### src/rtl/bkpt_pkg.sv
package bkpt_pkg;
  localparam int CB_LOAD  = 0;
  localparam int CB_STORE = 1;
  localparam int CB_EXEC  = 2;
  localparam int CB_USER  = 3;
  localparam int CB_SUPV  = 4;
  localparam int CB_MACH  = 6;
  localparam int CB_SIZE  = 16;
  localparam logic [3:0] CAUSE_BREAK = 4'd3;

  // window size in bytes from the two-bit size field (0 means 8 bytes)
  function automatic logic [3:0] win_bytes(input logic [1:0] sz);
    case (sz)
      2'd1:    win_bytes = 4'd1;
      2'd2:    win_bytes = 4'd2;
      2'd3:    win_bytes = 4'd4;
      default: win_bytes = 4'd8;
    endcase
  endfunction
endpackage

### src/rtl/bkpt_trig_cmp.sv
module bkpt_trig_cmp #(
  parameter int XLEN = 32
) (
  input  logic [XLEN-1:0] ctrl_i,
  input  logic [XLEN-1:0] cmp_i,
  input  logic [1:0]      priv_i,
  input  logic            fetch_valid_i,
  input  logic [XLEN-1:0] fetch_pc_i,
  input  logic            mem_valid_i,
  input  logic [XLEN-1:0] mem_addr_i,
  input  logic            mem_read_i,
  input  logic            mem_write_i,
  output logic            match_o
);
  import bkpt_pkg::*;

  logic            mode_any, kind_any, priv_ok;
  logic            exec_hit, kind_ok, in_win, mem_hit;
  logic [XLEN:0]   lo_ext, hi_ext, addr_ext;

  assign mode_any = ctrl_i[CB_USER] | ctrl_i[CB_SUPV] | ctrl_i[CB_MACH];
  assign kind_any = ctrl_i[CB_LOAD] | ctrl_i[CB_STORE] | ctrl_i[CB_EXEC];

  always_comb begin
    case (priv_i)
      2'd0:    priv_ok = ctrl_i[CB_USER];
      2'd1:    priv_ok = ctrl_i[CB_SUPV];
      2'd3:    priv_ok = ctrl_i[CB_MACH];
      default: priv_ok = 1'b0;
    endcase
  end

  assign exec_hit = fetch_valid_i & ctrl_i[CB_EXEC] & (fetch_pc_i == cmp_i);

  // window bounds carry one extra bit so the top of memory does not wrap
  assign lo_ext   = {1'b0, cmp_i};
  assign hi_ext   = lo_ext + (XLEN+1)'(win_bytes(ctrl_i[CB_SIZE+1:CB_SIZE]));
  assign addr_ext = {1'b0, mem_addr_i};
  assign in_win   = (addr_ext >= lo_ext) && (addr_ext < hi_ext);

  assign kind_ok = (ctrl_i[CB_LOAD] & mem_read_i) | (ctrl_i[CB_STORE] & mem_write_i);
  assign mem_hit = mem_valid_i & kind_ok & in_win;

  assign match_o = mode_any & kind_any & priv_ok & (exec_hit | mem_hit);
endmodule

### src/rtl/bkpt_prio_enc.sv
module bkpt_prio_enc #(
  parameter int N = 4,
  localparam int IW = (N > 1) ? $clog2(N) : 1
) (
  input  logic [N-1:0]  req_i,
  output logic          any_o,
  output logic [IW-1:0] idx_o
);
  always_comb begin
    any_o = |req_i;
    idx_o = '0;
    for (int k = N - 1; k >= 0; k--) begin
      if (req_i[k]) idx_o = IW'(k);
    end
  end
endmodule

### src/rtl/bkpt_match_unit.sv
module bkpt_match_unit #(
  parameter int NUM_TRIG = 4,
  parameter int XLEN     = 32,
  localparam int IDXW    = (NUM_TRIG > 1) ? $clog2(NUM_TRIG) : 1
) (
  input  logic                     clk,
  input  logic                     rst,
  input  logic [NUM_TRIG*XLEN-1:0] trig_ctrl_i,
  input  logic [NUM_TRIG*XLEN-1:0] trig_cmp_i,
  input  logic [1:0]               priv_i,
  input  logic                     fetch_valid_i,
  input  logic [XLEN-1:0]          fetch_pc_i,
  input  logic                     mem_valid_i,
  input  logic [XLEN-1:0]          mem_addr_i,
  input  logic                     mem_read_i,
  input  logic                     mem_write_i,
  output logic                     hit_o,
  output logic [IDXW-1:0]          hit_idx_o,
  output logic                     excp_req_o,
  output logic [3:0]               excp_cause_o
);
  import bkpt_pkg::*;

  logic [NUM_TRIG-1:0] req;
  logic                any_hit;
  logic [IDXW-1:0]     win_idx;
  logic                hit_q;
  logic [IDXW-1:0]     idx_q;
  logic [3:0]          cause_q;

  for (genvar g = 0; g < NUM_TRIG; g++) begin : g_trig
    bkpt_trig_cmp #(.XLEN(XLEN)) u_cmp (
      .ctrl_i        (trig_ctrl_i[g*XLEN +: XLEN]),
      .cmp_i         (trig_cmp_i[g*XLEN +: XLEN]),
      .priv_i        (priv_i),
      .fetch_valid_i (fetch_valid_i),
      .fetch_pc_i    (fetch_pc_i),
      .mem_valid_i   (mem_valid_i),
      .mem_addr_i    (mem_addr_i),
      .mem_read_i    (mem_read_i),
      .mem_write_i   (mem_write_i),
      .match_o       (req[g])
    );
  end

  bkpt_prio_enc #(.N(NUM_TRIG)) u_prio (
    .req_i (req),
    .any_o (any_hit),
    .idx_o (win_idx)
  );

  always_ff @(posedge clk) begin
    if (rst) begin
      hit_q   <= 1'b0;
      idx_q   <= '0;
      cause_q <= 4'd0;
    end else begin
      hit_q   <= any_hit;
      idx_q   <= any_hit ? win_idx : '0;
      cause_q <= any_hit ? CAUSE_BREAK : 4'd0;
    end
  end

  assign hit_o        = hit_q;
  assign hit_idx_o    = idx_q;
  assign excp_req_o   = hit_q;
  assign excp_cause_o = cause_q;

  assert_grant_valid_R7: assert property (@(posedge clk) disable iff (rst)
    any_hit |-> req[win_idx]);
  assert_lowest_wins_R7: assert property (@(posedge clk) disable iff (rst)
    any_hit |-> ((req & ((NUM_TRIG'(1) << win_idx) - NUM_TRIG'(1))) == '0));
  assert_idle_clears_R10: assert property (@(posedge clk) disable iff (rst)
    (!fetch_valid_i && !mem_valid_i) |=> !hit_o);
  assert_priv2_never_R5: assert property (@(posedge clk) disable iff (rst)
    (priv_i == 2'd2) |=> !hit_o);
  assert_cause_code_R9: assert property (@(posedge clk) disable iff (rst)
    excp_cause_o == (hit_o ? CAUSE_BREAK : 4'd0));
  assert_any_follows_req_R8: assert property (@(posedge clk) disable iff (rst)
    (req != '0) |=> hit_o);
endmodule

### config.mk
export PLATFORM = sky130hd
export DESIGN_NAME = bkpt_match_unit
export DESIGN_NICKNAME = d
export VERILOG_FILES = /design/src/rtl/bkpt_pkg.sv /design/src/rtl/bkpt_trig_cmp.sv /design/src/rtl/bkpt_prio_enc.sv /design/src/rtl/bkpt_match_unit.sv
export SDC_FILE = /design/constraint.sdc
export NUM_CORES = 1
export LEC_CHECK = 0
export ABC_AREA = 1
export BUFFER_PORTS_ARGS = -buffer_cell sky130_fd_sc_hd__buf_4
export CAP_MARGIN = 20
export CORE_ASPECT_RATIO = 0.5
export CORE_MARGIN = 8
export CORE_UTILIZATION = 45
export DETAILED_ROUTE_END_ITERATION = 10
export HOLD_SLACK_MARGIN = 0.03
export PLACE_DENSITY = 0.69
export SLEW_MARGIN = 25
export SYNTH_ARGS = -nofsm -noshare
export SYNTH_HDL_FRONTEND = slang
export SYNTH_HIERARCHICAL = 1
export SYNTH_SLANG_ARGS = --single-unit
### constraint.sdc
create_clock -name clk -period 6.2 [get_ports clk]
set_input_delay 0.93 -clock clk [delete_from_list [all_inputs] [get_ports clk]]
set_output_delay 0.93 -clock clk [all_outputs]
set_load 0.02 [all_outputs]
==> results list, run 1 <==
- Among all flip-flop cells after synthesis, the most frequent one is sky130_fd_sc_hd__dfxtp_1.
- Antenna Nets Post-Route: 0
- Category of the worst setup path capture point: flop
* Via count of the first global-routing pass: between 10000 and 15000
- The run finished with clean final reports.
* Buffers inserted during post-CTS setup optimization: 0
* Share of flip-flops with an asynchronous set or reset: 0
- Final critical-path required period: ~4.3 ns
- During placement, the flow inserted port buffers numbering 237.
* Register area share after synthesis: 0.00518
- TritonCTS clock tree: yes
* Detailed-route wire length: between 40000 and 50000 um
- DR DRC count: 0
- The HPWL after detailed placement is 35700 um.
- Clock transition at the registers of the reported paths: 0.03 ns
* Count of mapped cells out of synthesis: 1878
- Max-cap check violation count: 0
- Power Internal: roughly 470 uW
- Sequential share of power: 0.020
- In this run, distinct cell masters in the synthesized netlist total 47.
* Maximum net fanout on the critical path: 4
- Cell family with the largest share of critical-path delay: simple AND/OR/NAND/NOR gates
- Each instance of the synthesized netlist takes up on average 6.17 um^2.
- Total leakage power: 7.32 nW
* Synth Warn #: 6
- In this run the power density over the cells is 72.3 nW/um^2.
* Detail-routed net length per standard cell: 16.4 um
- The worst setup path is launched from an input port.
* Number of enable-type register cells in the synthesized netlist: 0
- Maximum frequency from static timing analysis: roughly 230 MHz
- Dpl ws: 1.77 ns
- Count of final hold-check violations: 0
* HP Class: in2reg
* Root buffer cell: sky130_fd_sc_hd__clkbuf_16
* Horizontal die dimension: 243 um
* Vertical die dimension: approximately 130 um
* Crit path from: trig_ctrl_i[17]
- Switching Fraction: 0.527
* Post-synthesis register bit count: 3
- From synthesis to final layout, the design area changed by 19.2%.
* Required @ worst endpoint: 6.37 ns
* Max Buffers Root-to-Sink: 2
* Pin count of the biggest net entering global routing: 9
- The final route contains between 10000 and 15000 vias.
- Worst slew margin relative to its limit: 0.613
- RSZ-0062 raised after global routing: false
- Registers take 60.1 um^2.
* Iteration count of the initial detailed-routing pass: 7
- CTS-repair resized insts: 0
- Starting density of the core: 0.459
- The cell area that synthesis handed to floorplanning was 11600 um^2.
- TritonCTS sink count: 3
* Number of setup violations in the final report: 0
* Critical path, cell by cell: buf_4 -> nand2_1 -> inv_1 -> ha_1 -> nand3_1 -> nand2_1 -> a21oi_1 -> nor3_2 -> nand2_1 -> nor2_1 -> nand3b_1 -> xor2_1 -> ha_1 -> a21oi_1 -> nor2_1 -> a211oi_1 -> nor2_1 -> nor2_1 -> nand3_1 -> a21oi_1 -> inv_1 -> nand4_1 -> nand2_2 -> nor2_1
- Core Footprint: 25200 um^2
- Hold-fix buffers, CTS: 0
- Data on the critical path arrives at its endpoint at 4.48 ns.
- In the global route stage, overall resource usage came out at 0.243.
* Tightest Pin Transition: 0.572 ns
* Number of ports placed on the die boundary: between 300 and 400
- The number of antenna violations at the first check in global routing was 4.
- The worst setup path is of the in2reg kind.
- Number of max-slew violations in the final report: 0
- Final worst-path cycle share: 0.696
- The floorplan has 41 rows.
- Die footprint: 31500 um^2
- Combinational share of power: 0.874
- Of the cells placed in the final design, the portion with a size suffix greater than 1 is 0.156.
- First DRT Iteration DRCs: between 1000 and 1500
- Smallest setup slack after layout: 1.88 ns
- Of the total power, the clock network draws 0.106.
* Worst ir drop on vdd: 0.139 mV
- Final cell area excluding filler cells: 13800 um^2
- Layout fillers: around 2600
- Of the post-synthesis cell area, the dominant cell type holds 0.289.
- Residual overflow from global routing: 0
- The first global-routing pass estimated roughly 63000 um of wire.
- Slowest stage cell, crit path: sky130_fd_sc_hd__nor3_2
- The analysis attributes to net switching a power of 527 uW.
* Largest incremental delay on the critical path: 0.45 ns
- Together, buffers and inverters on the worst path number 3.
- Multi-input gate area in the final layout: between 10000 and 15000 um^2
* Vias per cell: 5.17
* Post-synth top area cell: sky130_fd_sc_hd__ha_1
- Final net count: 2708
- Most Frequent Cell on Critical Path: sky130_fd_sc_hd__nor2_1
* Hold Path Origin: rst
- In the final timing run, aggregate negative setup slack is 0 ns.
* Routability congestion estimate from global placement: 0.934
- Once placement finished, the instance area stood at 13700 um^2.
- Cts bufs inserted: 3
- Yosys attributes the largest share of cell area to sky130_fd_sc_hd__ha_1, sky130_fd_sc_hd__nand2_1, sky130_fd_sc_hd__xor2_1.
- In this run the number of H-tree levels came out at 1.
[cells by family after synthesis]
group,Yosys count,share of synthesized area
buffers and inverters,270,0.0904
adder cells (fa/ha/maj),272,0.296
XOR/XNOR,170,0.128
AO/OA/AOI/OAI,239,0.121
AND/OR/NAND/NOR,923,0.358
other,1,0.000324
flip-flops,3,0.00518
[Yosys cell counts, drive strengths merged, types with 6 or more instances]
cell type	number
nand2	479
ha	268
inv	256
nor2	215
xor2	130
a21oi	112
nand3	80
nor3	64
o21ai	61
nand4	52
xnor2	40
a21o	16
or2	16
buf	12
a211oi	10
nor4	10
o21a	10
o22ai	10
o2111ai	8
o31ai	6
[cell type report]
cell class                 count  area share
multi-input combinational   1606       0.759
timing repair buffer         237       0.129
inverter                     257      0.0699
tap                          344      0.0312
clock buffer                   4     0.00571
sequential                     3     0.00435
antenna                        4    0.000725
[registers in the layout (all words and copies together) (netlist names)]
name / flops
hit_idx_o: 2
excp_cause_o: 1
[power groups by stage]
stage | sequential [mW] | clock [mW] | combinational [mW]
global placement | 0.0203 | 0 | 0.848
global route | 0.0200 | 0.111 | 0.997
CTS | 0.0200 | 0.108 | 0.865
detailed placement | 0.0203 | 0 | 0.860
finish | 0.0200 | 0.106 | 0.873
floorplan | 0.0206 | 0 | 0.520
[path summary, 6_finish.rpt]
kind	endpoint	depth (start not counted)
setup / recovery	hit_idx_o[0]$_SDFF_PP0_	24
hold / removal	excp_cause_o[0]$_SDFF_PP0_	4
[layout by cell type (no fill, tap or decap), types with 3 or more instances in the layout]
master	n
sky130_fd_sc_hd__nand2_1	470
sky130_fd_sc_hd__ha_1	268
sky130_fd_sc_hd__inv_1	246
sky130_fd_sc_hd__buf_4	237
sky130_fd_sc_hd__nor2_1	191
sky130_fd_sc_hd__xor2_1	130
sky130_fd_sc_hd__a21oi_1	107
sky130_fd_sc_hd__nand3_1	74
sky130_fd_sc_hd__o21ai_0	59
sky130_fd_sc_hd__nor3_1	54
sky130_fd_sc_hd__nand4_1	49
sky130_fd_sc_hd__xnor2_1	40
sky130_fd_sc_hd__a21o_1	16
sky130_fd_sc_hd__or2_2	16
sky130_fd_sc_hd__nor2_2	15
sky130_fd_sc_hd__o21a_1	10
sky130_fd_sc_hd__a211oi_1	10
sky130_fd_sc_hd__o22ai_1	10
sky130_fd_sc_hd__inv_2	10
sky130_fd_sc_hd__nor3_2	9
sky130_fd_sc_hd__nor2_4	9
sky130_fd_sc_hd__nand2_2	8
sky130_fd_sc_hd__o2111ai_1	8
sky130_fd_sc_hd__nand3_2	6
sky130_fd_sc_hd__nor4_1	6
sky130_fd_sc_hd__o31ai_1	6
sky130_fd_sc_hd__diode_2	4
sky130_fd_sc_hd__a21boi_0	4
sky130_fd_sc_hd__fa_1	4
sky130_fd_sc_hd__clkbuf_16	3
sky130_fd_sc_hd__dfxtp_1	3
sky130_fd_sc_hd__a21oi_4	3
sky130_fd_sc_hd__nor4_2	3
[per-layer routing]
metal  global-route usage  vias up  part of all wire
li1                     -     6692                 -
met1                0.350     5563              0.49
met3               0.0281       33             0.070
met5                    0        -                 0
met4               0.0439        0             0.010
met2                0.390      413              0.43
[through the flow]
| step | hold WS, ns | cells | power (mW) | utilization |
|---|---|---|---|---|
| floorplan | 1.09 | 1879 | 0.541 | - |
| global placement | 1.19 | 2447 | 0.869 | 0.544 |
| detailed placement | 1.20 | 2447 | 0.881 | 0.544 |
| CTS | 0.957 | 2451 | 0.993 | 0.547 |
| global route | 0.983 | 2455 | 1.13 | 0.547 |
| finish | 0.957 | 2455 | 0.999 | 0.547 |
No activity file was read; power rests on OpenSTA's default activity.
==> run 2: changes to the inputs <==
==> constraint.sdc (replaced) <==
create_clock -name clk -period 4.5 [get_ports clk]
set_input_delay 0.675 -clock clk [delete_from_list [all_inputs] [get_ports clk]]
set_output_delay 0.675 -clock clk [all_outputs]
set_load 0.02 [all_outputs]
==> run 2 against run 1 <==
Net effect: utilization increased by 0.069 points; combinational power increased by 37%; via count decreased by 0.90%; first-iteration DRC count increased by 1.4%; worst setup slack got worse by 1.4 ns; routed wire length decreased by 0.40%; total power increased by 38%; sequential power increased by 38%; sequential share of layout area about the same; global-route usage decreased by 0.10 points; sequential cell count unchanged.
==> results list, run 2 (synthesized netlist as in run 1, its figures left out) <==
- Non-filler instance count after layout: ~2500
* Max-cap check violation count: 0
* # port buffers: 237
- The clock net in this run drives a total of 3 sinks.
* Vias per cell: 5.12
- For this design the top-level I/O count stands at 336.
* Post-route core utilization: 0.548
* Vertical die dimension: 129 um
- Across the whole layout, storage elements account for roughly 60 um^2.
- Root buffer cell: sky130_fd_sc_hd__clkbuf_16
- In the final design database the tool counted about 2700 nets.
- In this run the core area contains 41 standard-cell rows.
- Entering global routing, the biggest net connects 9 pins.
* End point of the most critical hold path: hit_idx_o[1]$_SDFF_PP0_
- The worst-case IR drop observed on VDD is 0.137 mV.
- Starting density of the core: 0.459
- The max-slew violation count came to 0.
* HP Class: in2reg
- Wire length of the first global-routing pass: ~63000 um
* Tightest Pin Transition: 0.607 ns
* Number of antenna violations at the first check in global routing: 5
* Leading cell types in the layout, fill and taps excluded: sky130_fd_sc_hd__nand2_1, sky130_fd_sc_hd__ha_1, sky130_fd_sc_hd__inv_1, sky130_fd_sc_hd__buf_4, sky130_fd_sc_hd__nor2_1
- Switch Pwr: 721 uW
- For this block, the initial DRC count from the detailed router was 1017.
- Iteration count of the initial detailed-routing pass: 5
* Antenna Nets Post-Route: 0
* TritonCTS clock tree: yes
- Cell depth of the worst hold path: 4
* Dpl ws: approximately 0.32 ns
- Smallest setup slack after layout: 0.515 ns
- Of the available clock period, the critical path in the final layout requires 0.886.
- In the final timing run, aggregate negative setup slack is 0 ns.
- Data arrives at the worst endpoint at 4.15 ns.
- Slowest stage cell, crit path: sky130_fd_sc_hd__fa_1
* Die footprint: 31500 um^2
- For this run, design rule violations remaining after detail routing come to 0.
* Detailed-route wire length: 40100 um
- Cell family with the largest share of critical-path delay: simple AND/OR/NAND/NOR gates
- Horizontal die dimension: about 240 um
- Global routing usage summed across all routing layers: 0.242
* Number of setup violations in the final report: 0
- The clock passes through at most 2 buffers.
- Most common library cell in the layout ignoring fill and taps: sky130_fd_sc_hd__nand2_1
- Via count of the first global-routing pass: 11784
- In this design, the stage delay of the slowest critical-path cell is 0.40 ns.
- Buffers inserted to repair hold after CTS numbered 0.
- Fraction of layout instances using a drive strength above 1: 0.157
- Required @ worst endpoint: 4.66 ns
* CP Class: in2reg
- Final critical-path required period: 3.99 ns
- The wire-length estimate of the detail-placed layout is 35800 um.
- The worst setup path is launched from an input port.
- In the detailed route, the total length drawn on met3 is 2440 um.
- Hold Slack: 0.706 ns
- Detail-routed net length per standard cell: 16.3 um
* Residual overflow from global routing: 0
- Cts bufs inserted: 3
- In this run, post-CTS repair resized a total of 0 instances.
* Core Footprint: 25200 um^2
* Total leakage power: around 7.3 nW
* RSZ-0062 raised after global routing: false
- Outcome: finished, final reports clean
- Relative to the synthesized area, the layout overhead comes to 19.3%.
* Clock H-tree levels: 1
- The share of total power dissipated in combinational logic is 0.876.
- The register with the most flip-flops in the layout has 2 of them.
- Routability-driven placement finished with a final weighted congestion of 0.952.
- The hold violation count in the final report came to 0.
- In this run the tightest slew margin relative to its limit is 0.589.
- Highest routing layer actually used: met4
- Power Internal: 653 uW
* Most Frequent Cell on Critical Path: sky130_fd_sc_hd__nor2_1
* Maximum frequency from static timing analysis: 251 MHz
- Detailed-routed wire length on met2: approximately 17000 um
- The worst setup path is captured at a flop.
* Sequential share of power: 0.020
- Layout fillers: 2650
* Hold Path Origin: rst
- The multi-input combinational cells in the finished layout cover a total of 10500 um^2.
* Combined buffer and inverter count along the critical path: 5
- The routed layout has between 10000 and 15000 vias.
- Sum of routed wire segments on met1: 19900 um
- For this design the ratio of total power to cell area is between 90 and 100 nW/um^2.
- Once the clock tree was built, the setup fixing pass inserted 0 buffers.
* Switching Fraction: 0.525
- Along the worst path, the maximum fanout reaches 4.
- After clock tree synthesis, the clock-pin slew on the worst setup and hold paths is 0.03 ns.
- The share of total power dissipated in the clock network is 0.104.
* Post-Place Cells: around 2400
run 2: cell types whose count changed in the layout (fill, tap and decap cells not counted), sizes merged:
cell,delta
buf,+2
diode,+1
run 2: final cells by class:
class                      count  area share
sequential                     3     0.00434
clock buffer                   4     0.00570
multi-input combinational   1606       0.758
timing repair buffer         239       0.130
inverter                     257      0.0698
tap                          344      0.0311
antenna                        5    0.000905
run 2: routing by layer:
| metal | GRT usage | up-vias |
|---|---|---|
| li1 | - | 6699 |
| met1 | 0.349 | 5513 |
| met2 | 0.388 | 343 |
| met3 | 0.0316 | 32 |
| met4 | 0.0372 | 0 |
| met5 | 0 | - |
run 2: metrics by stage:
step,power (mW),area (um^2)
6_report,1.37,13800
5_1_grt,1.55,13800
4_1_cts,1.37,13800
3_5_place_dp,1.22,13700
3_3_place_gp,1.20,13700
2_1_floorplan,0.745,11600
run 2: how the worst max path moves through the flow:
stage	start	to	slack, ns	depth (start not counted)
CTS	trig_ctrl_i[112]	hit_idx_o[0]$_SDFF_PP0_	0.52	27
global placement	trig_ctrl_i[81]	hit_idx_o[1]$_SDFF_PP0_	0.42	26
finish	trig_ctrl_i[112]	hit_idx_o[0]$_SDFF_PP0_	0.51	27
detailed placement	trig_ctrl_i[112]	hit_idx_o[1]$_SDFF_PP0_	0.32	27
global route	trig_ctrl_i[112]	hit_idx_o[0]$_SDFF_PP0_	0.12	27
floorplan	trig_ctrl_i[16]	hit_idx_o[1]$_SDFF_PP0_	0.97	26
run 2: power by group through the flow:
stage | registers [mW] | clock network [mW] | logic (mW)
CTS | 0.0276 | 0.144 | 1.20
floorplan | 0.0284 | 0 | 0.717
global placement | 0.0280 | 0 | 1.17
finish | 0.0276 | 0.143 | 1.20
detailed placement | 0.0279 | 0 | 1.19
global route | 0.0277 | 0.147 | 1.38
